--- config.mk ---
export PLATFORM = sky130hd
export DESIGN_NAME = spi_cmd_engine
export DESIGN_NICKNAME = d
export VERILOG_FILES = /design/src/rtl/spi_cmd_pkg.sv /design/src/rtl/spi_cmd_regs.sv /design/src/rtl/spi_cmd_clkgen.sv /design/src/rtl/spi_cmd_shifter.sv /design/src/rtl/spi_cmd_engine.sv
export SDC_FILE = /design/constraint.sdc
export NUM_CORES = 1
export LEC_CHECK = 0
export ABC_AREA = 1
export BUFFER_PORTS_ARGS = -buffer_cell sky130_fd_sc_hd__buf_2
export CAP_MARGIN = 40
export CORE_MARGIN = 2
export CORE_UTILIZATION = 38
export CTS_CLUSTER_DIAMETER = 150
export DETAILED_ROUTE_END_ITERATION = 6
export SYNTH_ARGS = -nofsm -noshare
export SYNTH_HDL_FRONTEND = slang
export SYNTH_HIERARCHICAL = 1
export SYNTH_SLANG_ARGS = --single-unit
--- constraint.sdc ---
create_clock -name clk -period 2.9 [get_ports clk]
set_input_delay 0.87 -clock clk [delete_from_list [all_inputs] [get_ports clk]]
set_output_delay 0.87 -clock clk [all_outputs]
set_load 0.01 [all_outputs]
--- src/rtl/spi_cmd_pkg.sv ---
package spi_cmd_pkg;
  localparam int BYTE_W = 8;
  localparam int MAX_TX = 5;
  localparam int MAX_RX = 3;
  localparam int FRAME_W = MAX_TX * BYTE_W;
  localparam int RX_W = MAX_RX * BYTE_W;

  localparam logic [2:0] OFF_CTRL  = 3'd0;
  localparam logic [2:0] OFF_OP    = 3'd1;
  localparam logic [2:0] OFF_ADR_C = 3'd2;
  localparam logic [2:0] OFF_ADR_B = 3'd3;
  localparam logic [2:0] OFF_ADR_A = 3'd4;
  localparam logic [2:0] OFF_RSP0  = 3'd5;
  localparam logic [2:0] OFF_RSP1  = 3'd6;
  localparam logic [2:0] OFF_XTRA  = 3'd7;

  localparam logic [3:0] NIB_SLOW = 4'h4;
  localparam logic [3:0] NIB_FAST = 4'h5;

  typedef enum logic [2:0] {
    ST_IDLE, ST_LEAD, ST_HIGH, ST_LOW, ST_TAIL1, ST_TAIL2
  } eng_state_e;

  function automatic logic [2:0] tx_count(input logic [1:0] code);
    case (code)
      2'd0:    tx_count = 3'd1;
      2'd1:    tx_count = 3'd2;
      2'd2:    tx_count = 3'd4;
      default: tx_count = 3'd5;
    endcase
  endfunction

  function automatic logic [FRAME_W-1:0] wire_frame(
    input logic [BYTE_W-1:0] op,
    input logic [BYTE_W-1:0] adr_a,
    input logic [BYTE_W-1:0] adr_b,
    input logic [BYTE_W-1:0] adr_c,
    input logic [BYTE_W-1:0] xtra,
    input logic [1:0]        code
  );
    case (code)
      2'd0:    wire_frame = {op, {(4*BYTE_W){1'b0}}};
      2'd1:    wire_frame = {op, xtra, {(3*BYTE_W){1'b0}}};
      2'd2:    wire_frame = {op, adr_a, adr_b, adr_c, {BYTE_W{1'b0}}};
      default: wire_frame = {op, adr_a, adr_b, adr_c, xtra};
    endcase
  endfunction
endpackage

--- src/rtl/spi_cmd_regs.sv ---
module spi_cmd_regs
  import spi_cmd_pkg::*;
(
  input  logic                 clk,
  input  logic                 rst_n,
  input  logic                 wr_en,
  input  logic [2:0]           addr,
  input  logic [BYTE_W-1:0]    wdata,
  output logic [BYTE_W-1:0]    rdata,
  input  logic                 busy,
  input  logic [RX_W-1:0]      rx_bytes,
  output logic                 start,
  output logic                 start_fast,
  output logic [1:0]           start_code,
  output logic [1:0]           start_rcnt,
  output logic [FRAME_W-1:0]   frame
);
  logic [BYTE_W-1:0] op_q, adr_a_q, adr_b_q, adr_c_q, xtra_q;
  logic [BYTE_W-1:0] rsp [MAX_RX];
  logic              nib_ok;

  for (genvar g = 0; g < MAX_RX; g++) begin : g_rsp
    assign rsp[g] = rx_bytes[RX_W-1-g*BYTE_W -: BYTE_W];
  end

  always_ff @(posedge clk or negedge rst_n) begin
    if (!rst_n) begin
      op_q    <= '0;
      adr_a_q <= '0;
      adr_b_q <= '0;
      adr_c_q <= '0;
      xtra_q  <= '0;
    end else if (wr_en) begin
      case (addr)
        OFF_OP:    op_q    <= wdata;
        OFF_ADR_A: adr_a_q <= wdata;
        OFF_ADR_B: adr_b_q <= wdata;
        OFF_ADR_C: adr_c_q <= wdata;
        OFF_XTRA:  xtra_q  <= wdata;
        default:   ;
      endcase
    end
  end

  assign nib_ok     = (wdata[7:4] == NIB_SLOW) || (wdata[7:4] == NIB_FAST);
  assign start      = wr_en && (addr == OFF_CTRL) && !busy && nib_ok;
  assign start_fast = (wdata[7:4] == NIB_FAST);
  assign start_code = wdata[1:0];
  assign start_rcnt = wdata[3:2];
  assign frame      = wire_frame(op_q, adr_a_q, adr_b_q, adr_c_q, xtra_q, wdata[1:0]);

  always_comb begin
    case (addr)
      OFF_CTRL:  rdata = {busy, {(BYTE_W-1){1'b0}}};
      OFF_OP:    rdata = op_q;
      OFF_ADR_C: rdata = adr_c_q;
      OFF_ADR_B: rdata = adr_b_q;
      OFF_ADR_A: rdata = adr_a_q;
      OFF_RSP0:  rdata = rsp[0];
      OFF_RSP1:  rdata = rsp[1];
      default:   rdata = rsp[2];
    endcase
  end
endmodule

--- src/rtl/spi_cmd_clkgen.sv ---
module spi_cmd_clkgen #(
  parameter int SLOW_HALF = 4,
  parameter int FAST_HALF = 2
) (
  input  logic clk,
  input  logic rst_n,
  input  logic run,
  input  logic fast,
  output logic tick
);
  localparam int MAX_HALF = (SLOW_HALF > FAST_HALF) ? SLOW_HALF : FAST_HALF;
  localparam int CNT_W = (MAX_HALF < 2) ? 1 : $clog2(MAX_HALF);

  logic [CNT_W-1:0] cnt_q;
  logic [CNT_W-1:0] last;

  if (SLOW_HALF == FAST_HALF) begin : g_single
    assign last = CNT_W'(SLOW_HALF - 1);
  end else begin : g_dual
    assign last = fast ? CNT_W'(FAST_HALF - 1) : CNT_W'(SLOW_HALF - 1);
  end

  assign tick = run && (cnt_q == last);

  always_ff @(posedge clk or negedge rst_n) begin
    if (!rst_n)       cnt_q <= '0;
    else if (!run)    cnt_q <= '0;
    else if (tick)    cnt_q <= '0;
    else              cnt_q <= cnt_q + 1'b1;
  end
endmodule

--- src/rtl/spi_cmd_shifter.sv ---
module spi_cmd_shifter
  import spi_cmd_pkg::*;
(
  input  logic                 clk,
  input  logic                 rst_n,
  input  logic                 start,
  input  logic                 start_fast,
  input  logic [1:0]           start_code,
  input  logic [1:0]           start_rcnt,
  input  logic [FRAME_W-1:0]   frame,
  input  logic                 tick,
  input  logic                 miso,
  output logic                 busy,
  output logic                 fast,
  output logic                 sck,
  output logic                 cs_n,
  output logic                 mosi,
  output logic [RX_W-1:0]      rx_bytes
);
  localparam int IDX_W = $clog2(FRAME_W + RX_W + 1);
  localparam int SH_W  = $clog2(RX_W + 1);

  eng_state_e         state_q;
  logic [IDX_W-1:0]   idx_q, wbits_q, tbits_q, nidx, wb_n, rb_n;
  logic [1:0]         rcnt_q;
  logic [FRAME_W-1:0] tx_sr;
  logic [RX_W-1:0]    rx_sr, rx_q;
  logic               fast_q, sck_q, cs_n_q, mosi_q;
  logic [SH_W-1:0]    rx_sh;

  assign nidx  = idx_q + 1'b1;
  assign wb_n  = IDX_W'({tx_count(start_code), 3'b000});
  assign rb_n  = IDX_W'({start_rcnt, 3'b000});
  assign rx_sh = SH_W'((MAX_RX - int'(rcnt_q)) * BYTE_W);

  always_ff @(posedge clk or negedge rst_n) begin
    if (!rst_n) begin
      state_q <= ST_IDLE;
      idx_q   <= '0;
      wbits_q <= '0;
      tbits_q <= '0;
      rcnt_q  <= '0;
      tx_sr   <= '0;
      rx_sr   <= '0;
      rx_q    <= '0;
      fast_q  <= 1'b0;
      sck_q   <= 1'b0;
      cs_n_q  <= 1'b1;
      mosi_q  <= 1'b0;
    end else begin
      case (state_q)
        ST_IDLE: begin
          if (start) begin
            state_q <= ST_LEAD;
            cs_n_q  <= 1'b0;
            sck_q   <= 1'b0;
            mosi_q  <= frame[FRAME_W-1];
            tx_sr   <= frame;
            wbits_q <= wb_n;
            tbits_q <= wb_n + rb_n;
            rcnt_q  <= start_rcnt;
            fast_q  <= start_fast;
            idx_q   <= '0;
            rx_sr   <= '0;
            rx_q    <= '0;
          end
        end
        ST_LEAD: begin
          if (tick) begin
            state_q <= ST_HIGH;
            sck_q   <= 1'b1;
          end
        end
        ST_HIGH: begin
          if (tick) begin
            state_q <= ST_LOW;
            sck_q   <= 1'b0;
            mosi_q  <= (nidx < wbits_q) ? tx_sr[FRAME_W-2] : 1'b0;
            tx_sr   <= tx_sr << 1;
          end
        end
        ST_LOW: begin
          if (tick) begin
            if (nidx == tbits_q) begin
              state_q <= ST_TAIL1;
              cs_n_q  <= 1'b1;
              rx_q    <= rx_sr << rx_sh;
            end else begin
              state_q <= ST_HIGH;
              sck_q   <= 1'b1;
              idx_q   <= nidx;
              if (nidx >= wbits_q) rx_sr <= {rx_sr[RX_W-2:0], miso};
            end
          end
        end
        ST_TAIL1: if (tick) state_q <= ST_TAIL2;
        default:  if (tick) state_q <= ST_IDLE;
      endcase
    end
  end

  assign busy     = (state_q != ST_IDLE);
  assign fast     = fast_q;
  assign sck      = sck_q;
  assign cs_n     = cs_n_q;
  assign mosi     = mosi_q;
  assign rx_bytes = rx_q;
endmodule

--- src/rtl/spi_cmd_engine.sv ---
module spi_cmd_engine #(
  parameter int SLOW_HALF = 4,
  parameter int FAST_HALF = 2
) (
  input  logic       clk,
  input  logic       rst_n,
  input  logic       reg_wr,
  input  logic [2:0] reg_addr,
  input  logic [7:0] reg_wdata,
  output logic [7:0] reg_rdata,
  output logic       spi_sck,
  output logic       spi_cs_n,
  output logic       spi_mosi,
  input  logic       spi_miso
);
  import spi_cmd_pkg::*;

  logic               eng_busy, eng_fast, tick, start, start_fast;
  logic [1:0]         start_code, start_rcnt;
  logic [FRAME_W-1:0] frame;
  logic [RX_W-1:0]    rx_bytes;

  spi_cmd_regs u_regs (
    .clk(clk), .rst_n(rst_n), .wr_en(reg_wr), .addr(reg_addr),
    .wdata(reg_wdata), .rdata(reg_rdata), .busy(eng_busy),
    .rx_bytes(rx_bytes), .start(start), .start_fast(start_fast),
    .start_code(start_code), .start_rcnt(start_rcnt), .frame(frame)
  );

  spi_cmd_clkgen #(.SLOW_HALF(SLOW_HALF), .FAST_HALF(FAST_HALF)) u_clk (
    .clk(clk), .rst_n(rst_n), .run(eng_busy), .fast(eng_fast), .tick(tick)
  );

  spi_cmd_shifter u_shift (
    .clk(clk), .rst_n(rst_n), .start(start), .start_fast(start_fast),
    .start_code(start_code), .start_rcnt(start_rcnt), .frame(frame),
    .tick(tick), .miso(spi_miso), .busy(eng_busy), .fast(eng_fast),
    .sck(spi_sck), .cs_n(spi_cs_n), .mosi(spi_mosi), .rx_bytes(rx_bytes)
  );
endmodule

Word-level counts from Yosys, hierarchy flattened
Index checks and enable logic that the tools add are counted.
- bits in registers: 155
- bits of input ports: 15
- output and inout bits: 11
- word-level logic and storage cells: 118
- add/sub/neg operators: 4
- order comparisons: 2
- equal/unequal tests: 25
- shift operators: 1
- multiplexer cells: 42
- reductions and logical operators: 26
- operators with widths (cell ; number):
    $mux W24 ; 6
    $pmux W24 S2 ; 2
    $pmux W32 S3 ; 1
    $mux W39 ; 2
    $pmux W39 S2 ; 1
    $pmux W8 S7 ; 1
    $shl A24 B5 Y24 ; 1
    $mux W3 ; 7
    $mux W7 ; 3
    $eq A3 B3 Y1 const B ; 5
    $pmux W3 S5 ; 1
    $pmux W7 S2 ; 1
    $eq A3 B2 Y1 const B ; 4
    $ne A2 B2 Y1 const B ; 6
    $reduce_and A2 Y1 ; 6
    $reduce_and A6 Y1 ; 2
    $mux W1 ; 10
    $pmux W3 S3 ; 1
    $eq A4 B3 Y1 const B ; 2
    $reduce_and A4 Y1 ; 2
    $add A6 B5 Y7 ; 1
    $add A7 B1 Y7 const B ; 1
    $eq A7 B7 Y1 ; 1
    $ge A7 B6 Y1 ; 1
    other kinds (21) ; 32

Logic depth before layout (Yosys ltp)
Gate-level depths: netlist (run 1).
- depth in word-level cells: 6
- mapped depth: 15
- mapped depth without buffers: 15

Cells and area by module
Netlist (run 1), hierarchy kept.
- by module, submodules not included (module ; instances ; cells an instance ; area each (um2) ; seq. area each (um2)):
    spi_cmd_shifter ; 1 ; 730 ; 5779.3 ; 2753.9
    spi_cmd_regs ; 1 ; 340 ; 2581.2 ; 1001.0
    spi_cmd_clkgen ; 1 ; 16 ; 107.6 ; 50.0

Worst setup path after synthesis (run 1)
OpenSTA, ideal clock, no wires.
- path kind: in2out
- from: input port reg_addr[2]
- to: output port reg_rdata[3]
- arrival time: 1.664 ns
- required time: 2.030 ns
- path slack: 0.366 ns
- stages: 6
- buffers on the path: 2
- cell sequence: buf_2 buf_1 nand3_1 nand2_1 nor2_1 nand3_1
- cells in the longest elaborated chain, start to end: 2
- elaborated cells between the ends (all ways): 8
- those cells by class: eq/ne: 6; mux: 1; reduce/logical: 1
- ends and longest elaborated chain (what ; line ; source):
    start: declaration ; spi_cmd_engine.sv:8 ; input logic [2:0] reg_addr,
    $eq A3 B3 Y1 (tied with other cells) ; spi_cmd_regs.sv:53 ; case (addr)
    $pmux W8 S7 * ; spi_cmd_regs.sv:53 ;
    end: declaration ; spi_cmd_engine.sv:10 ; output logic [7:0] reg_rdata,
Mark *: on every way between the ends. The rest lies on a longest branch, timed or not.

Worst setup path after layout (run 1)
- from: input port reg_addr[0]
- to: output port reg_rdata[2]
Same word-level chain as after synthesis.

==> metrics.md, run 1 <==
| Metric | Value |
|---|---|
| Status | complete, no violations |
| Final HPWL DP | 14.2 mm |
| Crit-path most repeated cell | nand3_1 |
| Vert. Die Dim | 153 µm |
| H-tree levels | 4 |
| Die width | 153 µm |
| # DRC | 0 |
| CTS root buf | clkbuf_16 |
| Worst Hold Class | in -> async |
| Commonest non-fill, non-tap cell in the layout | nand2_1 |
| Mapped Area | 8470 µm² |
| Slowest stage cell, crit path | clkbuf_4 |
| Clk sink count | 152 |
| Peak Freq | 359 MHz |
| Worst Path Arrival | 1.92 ns |
| Largest net degree at the start of global routing | 63 |
| DRT met1 WL | 9.94 mm |
| Die Area | 23,500 µm² |
| First-pass GRT wire length | 34.7 mm |
| Via count | 7,010 |
| Vias/cell | 5.04 |
| Commonest cells after routing, fill and taps aside | 323 x nand2_1, 151 x dfrtp_1, 123 x inv_1 |
| Total power | 6.07 mW |
| DR top layer | met4 |
| Count of different cell masters after synthesis | 42 |
| Worst-Skew Late Latency | 0.42 ns |
| Final hold violation count | 0 |
| Total Routing Usage GR | 0.181 |
| WL met3 | 684 µm |
| Slew Viols, Final | 0 |
| Crit end category | output pin |
| Post-layout min period | 2.79 ns |
| Worst vdd ir | 520 µV |
| # port buffers | 25 |
| Slew @ Worst Pin | 0.646 ns |
| Crit-path cells | clkbuf_4 -> inv_2 -> nor2_4 -> buf_12 -> nand3_1 -> nand2_1 -> nor2_1 -> nand3_1 -> buf_2 |
| I/O pin count | 26 |
| Synth-to-Final Area Change | 13.2% |
| Final period util | 0.962 |
| Yosys reg bits | 152 |
| Skew final | 0.00652 ns |
| Starting DRT DRC Count | 495 |
| ANT cells | 0 |
| Drt total wl | 20.6 mm |
| Syn nets | 1,112 |
| CTS tree | yes |
| Final Util | 0.439 |
| RSZ-0062 raised after global routing | no |
| Fin area | 9590 µm² |
| CTS max path bufs | 2 |
| Placer Congestion | 0.848 |
| Syn Area/Cell | 7.80 µm² |
| Clock transition at path regs | 0.06 ns |
| Fillcell total | 2,215 |
| Delay of the slowest critical-path stage | 0.20 ns |
| Warnings, synthesis | 6 |
| Nets@finish | 1,123 |
| Crit Path Class | in -> out |
| Syn Inst Count | 1,086 |
| Row cnt | 54 |
| Avg WL per Cell | 14.8 µm |
| Layout cells sized above 1 | 0.152 |
| Final setup fails | 0 |
| Met2 routed WL | 9.67 mm |
| Vias in the first global route | 6,628 |
| Buf/Inv on CP | 4 |
| Max transition margin | 0.569 |
| Family with the most delay on the worst path | buffers and inverters |
| Pwr Density | 634 nW/µm² |
| Placed inst area | 8870 µm² |
| Initial antenna violation count | 0 |
| Initial core utilization | 0.388 |
| Gr ovfl total | 0 |
| Worst setup SP type | primary input |
| Critical path required time | 2.03 ns |
| First-pass detailed-route iteration total | 5 |
| TritonCTS buffer count | 17 |
| Routed Antenna Nets | 0 |
| TNS Setup | 0 ns |
| Hold-fix buffers, CTS | 0 |
| Leak | 4.69 nW |
| Seq/Total Area, Yosys | 0.449 |
| Core area | 21,800 µm² |
| Worst Path Max Fanout | 15 |
| Max-cap check violation count | 0 |
[Yosys cell counts (all sizes together)]
cell type,count,area share
a211oi,1,0.00089
a21oi,27,0.018
a221oi,1,0.0010
a22oi,1,0.00089
a31oi,8,0.0059
a32oi,1,0.0010
buf,36,0.032
clkbuf,28,0.012
dfrtp,151,0.45
dfstp,1,0.0031
fa,1,0.0024
ha,10,0.015
inv,137,0.061
nand2,334,0.15
nand3,78,0.053
nand3b,1,0.00089
nand4,39,0.031
nor2,71,0.042
nor3,10,0.0072
nor4,6,0.0044
o211ai,29,0.026
o21a,1,0.00089
o21ai,112,0.081
xor2,2,0.0021
[area by class of cell]
cell class	instances	area [µm²]	share of cell area
inverters	137	517	0.0539
clock buffers	20	457	0.0476
multi-input cells	734	3790	0.395
clock inverters	12	196	0.0205
repair buffers	55	474	0.0495
flip-flops and latches	152	3800	0.397
well taps	280	350	0.0365
[routing by layer]
| metal | up-vias | GRT usage |
|---|---|---|
| met2 | 136 | 0.289 |
| met5 | - | 0 |
| met1 | 3312 | 0.256 |
| li1 | 3541 | - |
| met4 | 0 | 0.0538 |
| met3 | 21 | 0.0281 |
[through the flow]
stage / instances / setup slack [ns] / hold WS, ns
CTS: 1389 / 0.0590 / 0.339
floorplan: 1086 / 0.366 / 0.420
detailed placement: 1355 / -0.0221 / 0.438
finish: 1390 / 0.111 / 0.331
global route: 1390 / 0.0273 / 0.346
global placement: 1355 / -0.00903 / 0.430
[registers in the layout, indices dropped and copies added, names as in the netlist]
signal and count:
u_clk/cnt_q 2, u_regs/adr_a_q 8, u_regs/adr_b_q 8, u_regs/adr_c_q 8
u_regs/op_q 8, u_regs/xtra_q 8, u_shift/cs_n 1, u_shift/fast 1
u_shift/idx_q 7, u_shift/mosi 1, u_shift/rcnt_q 2, u_shift/rx_bytes 24
u_shift/rx_sr 24, u_shift/sck 1, u_shift/state_q 3, u_shift/tbits_q 4
u_shift/tx_sr 39, u_shift/wbits_q 3
[where the power goes]
group	leakage, nW	switching [mW]	total [mW]	internal [mW]
logic	2.46	0.721	1.08	0.356
registers	1.92	0.169	2.53	2.36
clock network	0.312	0.892	2.46	1.57
[timing repair]
item / CTS / global route
buffers inserted: 2 / 0
hold endpoints to repair: 0 / 0
setup endpoints to repair: 2 / 17
gates cloned: 0 / 1
pin swaps: 2 / 1
resized for setup: 0 / 3
[kinds of logic (layout without fill, tap and decap cells)]
group	after synthesis	after routing	synth area share
adder cells (fa/ha/maj)	11	11	0.0171
XOR/XNOR	2	2	0.00207
buffers and inverters	201	224	0.106
flip-flops	152	152	0.449
AND/OR/NAND/NOR	539	540	0.291
AO/OA/AOI/OAI	181	181	0.135
[worst paths after layout]
path                                  startpoint           endpoint  slack (ns)  depth (start not counted)
worst max-delay path                 reg_addr[0]       reg_rdata[2]        0.11                          9
worst min register to register    u_clk/cnt_q[0]     u_clk/cnt_q[0]        0.45                          1
worst min-delay path                       rst_n   u_shift/tx_sr[4]        0.33                          1
worst max register to register  u_shift/idx_q[1]  u_shift/rx_sr[16]        0.25                         13
max in group asynchronous                  rst_n  u_shift/tx_sr[15]        1.94                          2
min in group clk                  u_clk/cnt_q[0]     u_clk/cnt_q[0]        0.45                          1
(Power assumes the default switching activity.)
==> run 2: changes to the inputs <==
--- a/config.mk
+++ b/config.mk
@@ -6,7 +6,7 @@
 export NUM_CORES = 1
 export LEC_CHECK = 0
 export ABC_AREA = 1
-export BUFFER_PORTS_ARGS = -buffer_cell sky130_fd_sc_hd__buf_2
+export BUFFER_PORTS_ARGS = -buffer_cell sky130_fd_sc_hd__clkbuf_2
 export CAP_MARGIN = 40
 export CORE_MARGIN = 2
 export CORE_UTILIZATION = 38
==> metrics.md, run 2 (synthesized netlist as in run 1, its figures left out) <==
| Metric | Value |
|---|---|
| Status | complete, no violations |
| Final hold violation count | 0 (unchanged) |
| Commonest non-fill, non-tap cell in the layout | nand2_1 |
| Vert. Die Dim | 153 µm (unchanged) |
| CTS root buf | clkbuf_16 |
| Pwr Density | 616 nW/µm² (-2.9%) |
| Gr ovfl total | 0 (unchanged) |
| Critical path required time | 2.03 ns (about the same) |
| Hold-fix buffers, CTS | 0 (unchanged) |
| Worst Path Arrival | 1.94 ns (+0.02 ns) |
| Crit-path most repeated cell | nand3_1 |
| Slew @ Worst Pin | 0.671 ns (+0.0244 ns) |
| Final period util | 0.969 (+0.00693) |
| # port buffers | 25 (unchanged) |
| Via count | 6,975 (-0.50%) |
| Skew final | 0.0110 ns (+0.00451 ns) |
| ANT cells | 0 (unchanged) |
| Final Util | 0.437 (-0.00252) |
| Final HPWL DP | 14.4 mm (+1.9%) |
| Vias in the first global route | 6,682 (+0.81%) |
| Slowest stage cell, crit path | buf_2 |
| Initial antenna violation count | 0 (unchanged) |
| Worst Hold Class | in -> async |
| Row cnt | 54 (unchanged) |
| CTS max path bufs | 2 (unchanged) |
| Leak | 4.67 nW (-0.45%) |
| Total Routing Usage GR | 0.184 (+0.00236) |
| Buf/Inv on CP | 5 (+1) |
| First-pass GRT wire length | 35.3 mm (+1.9%) |
| H-tree levels | 4 (unchanged) |
| TNS Setup | 0 ns (unchanged) |
| Vias/cell | 5.01 (-0.57%) |
| Worst Path Max Fanout | 15 (unchanged) |
| Crit Path Class | in -> out |
| Family with the most delay on the worst path | buffers and inverters |
| Delay of the slowest critical-path stage | 0.21 ns (about the same) |
| Max transition margin | 0.552 (-0.0163) |
| Drt total wl | 20.8 mm (+1.1%) |
| Avg WL per Cell | 15.0 µm (+1.0%) |
| CTS tree | yes |
| RSZ-0062 raised after global routing | no |
| Peak Freq | 356 MHz (-0.72%) |
| Worst vdd ir | 427 µV (-18%) |
| Largest register FFs | 39 (unchanged) |
| Placer Congestion | 0.878 (+3.5%) |
| Routed Antenna Nets | 0 (unchanged) |
| Worst-Skew Late Latency | 0.42 ns (about the same) |
| Largest net degree at the start of global routing | 63 (unchanged) |
| Die Area | 23,500 µm² (unchanged) |
| Max-cap check violation count | 0 (unchanged) |
| First-pass detailed-route iteration total | 5 (unchanged) |
| I/O pin count | 26 (unchanged) |
| Crit-path cells | buf_2 -> inv_2 -> nor2_4 -> buf_12 -> nand3_1 -> nand2_1 -> inv_1 -> nand3_1 -> clkbuf_2 |
| Commonest cells after routing, fill and taps aside | 323 x nand2_1, 151 x dfrtp_1, 123 x inv_1 |
| Core area | 21,800 µm² (unchanged) |
| Starting DRT DRC Count | 515 (+4.0%) |
| Slew Viols, Final | 0 (unchanged) |
| Crit end category | output pin |
| Post-layout min period | 2.81 ns (+0.0201 ns) |
| Die width | 153 µm (unchanged) |
| Synth-to-Final Area Change | 12.5% |
| Initial core utilization | 0.388 (unchanged) |
| Worst setup SP type | primary input |
| Final setup fails | 0 (unchanged) |
| Fillcell total | 2,173 (-1.9%) |
| Most flop-heavy register | u_shift/tx_sr |
| Clock transition at path regs | 0.06 ns (about the same) |
| TritonCTS buffer count | 17 (unchanged) |
| Nets@finish | 1,124 (+0.089%) |
| Clk sink count | 152 (unchanged) |
| Layout cells sized above 1 | 0.151 (-0.00104) |
| # DRC | 0 (unchanged) |
==> run 2: changes by cell type in the layout (fill, tap and decap cells not counted), moves of 2 or more <==
cell and delta:
clkinvlp_4 -2, buf_2 -21, clkbuf_1 +3, clkbuf_2 +22, bufinv_16 -2, clkinv_2 +2
==> run 2: area by class of cell <==
class | instances | area (µm²) | area share
multi-input combinational | 734 | 3790 | 0.398
clock inverter | 9 | 123 | 0.0129
tap | 280 | 350 | 0.0368
timing repair buffer | 56 | 479 | 0.0503
inverter | 137 | 517 | 0.0542
clock buffer | 23 | 468 | 0.0491
sequential | 152 | 3800 | 0.399
==> run 2: timing repair <==
| action | CTS | global route |
|---|---|---|
| setup endpoints to repair | 3 | 31 |
| gates cloned | 0 | 1 |
| buffers inserted | 1 | 2 |
| pin swaps | 1 | 2 |
| resized for setup | 0 | 5 |
==> run 2: final timing paths <==
kind	start	end	slack (ns)	cells past startpoint
max in group asynchronous	rst_n	u_shift/cs_n	1.75	2
max	reg_addr[0]	reg_rdata[0]	0.09	9
min	rst_n	u_shift/tx_sr[4]	0.41	1
min in group clk	u_clk/cnt_q[0]	u_clk/cnt_q[0]	0.44	1
max reg2reg	u_shift/idx_q[1]	u_shift/rx_sr[18]	0.30	13
min reg2reg	u_clk/cnt_q[0]	u_clk/cnt_q[0]	0.44	1
==> run 2: where the power goes <==
part | internal, mW | switching [mW]
clock | 1.39 | 0.857
sequential | 2.37 | 0.165
combinational | 0.360 | 0.727
total | 4.12 | 1.75
==> run 2: through the flow <==
step	power (mW)	hold WS (ns)	setup slack (ns)	std cells	cell area [µm²]
4_1_cts	5.90	0.426	0.00690	1388	9480
2_1_floorplan	3.29	0.420	0.366	1086	8470
5_1_grt	6.17	0.455	0.00152	1391	9530
6_report	5.87	0.414	0.0905	1391	9530
3_5_place_dp	3.63	0.438	-0.0356	1355	8870
3_3_place_gp	3.61	0.430	-0.0237	1355	8870
==> run 2: metal layers <==
layer / track usage / share of wire / up-vias
li1: - / - / 3554
met1: 0.261 / 0.49 / 3258
met3: 0.0315 / 0.034 / 22
met5: 0 / 0 / -
met2: 0.285 / 0.46 / 141
met4: 0.0600 / 0.015 / 0
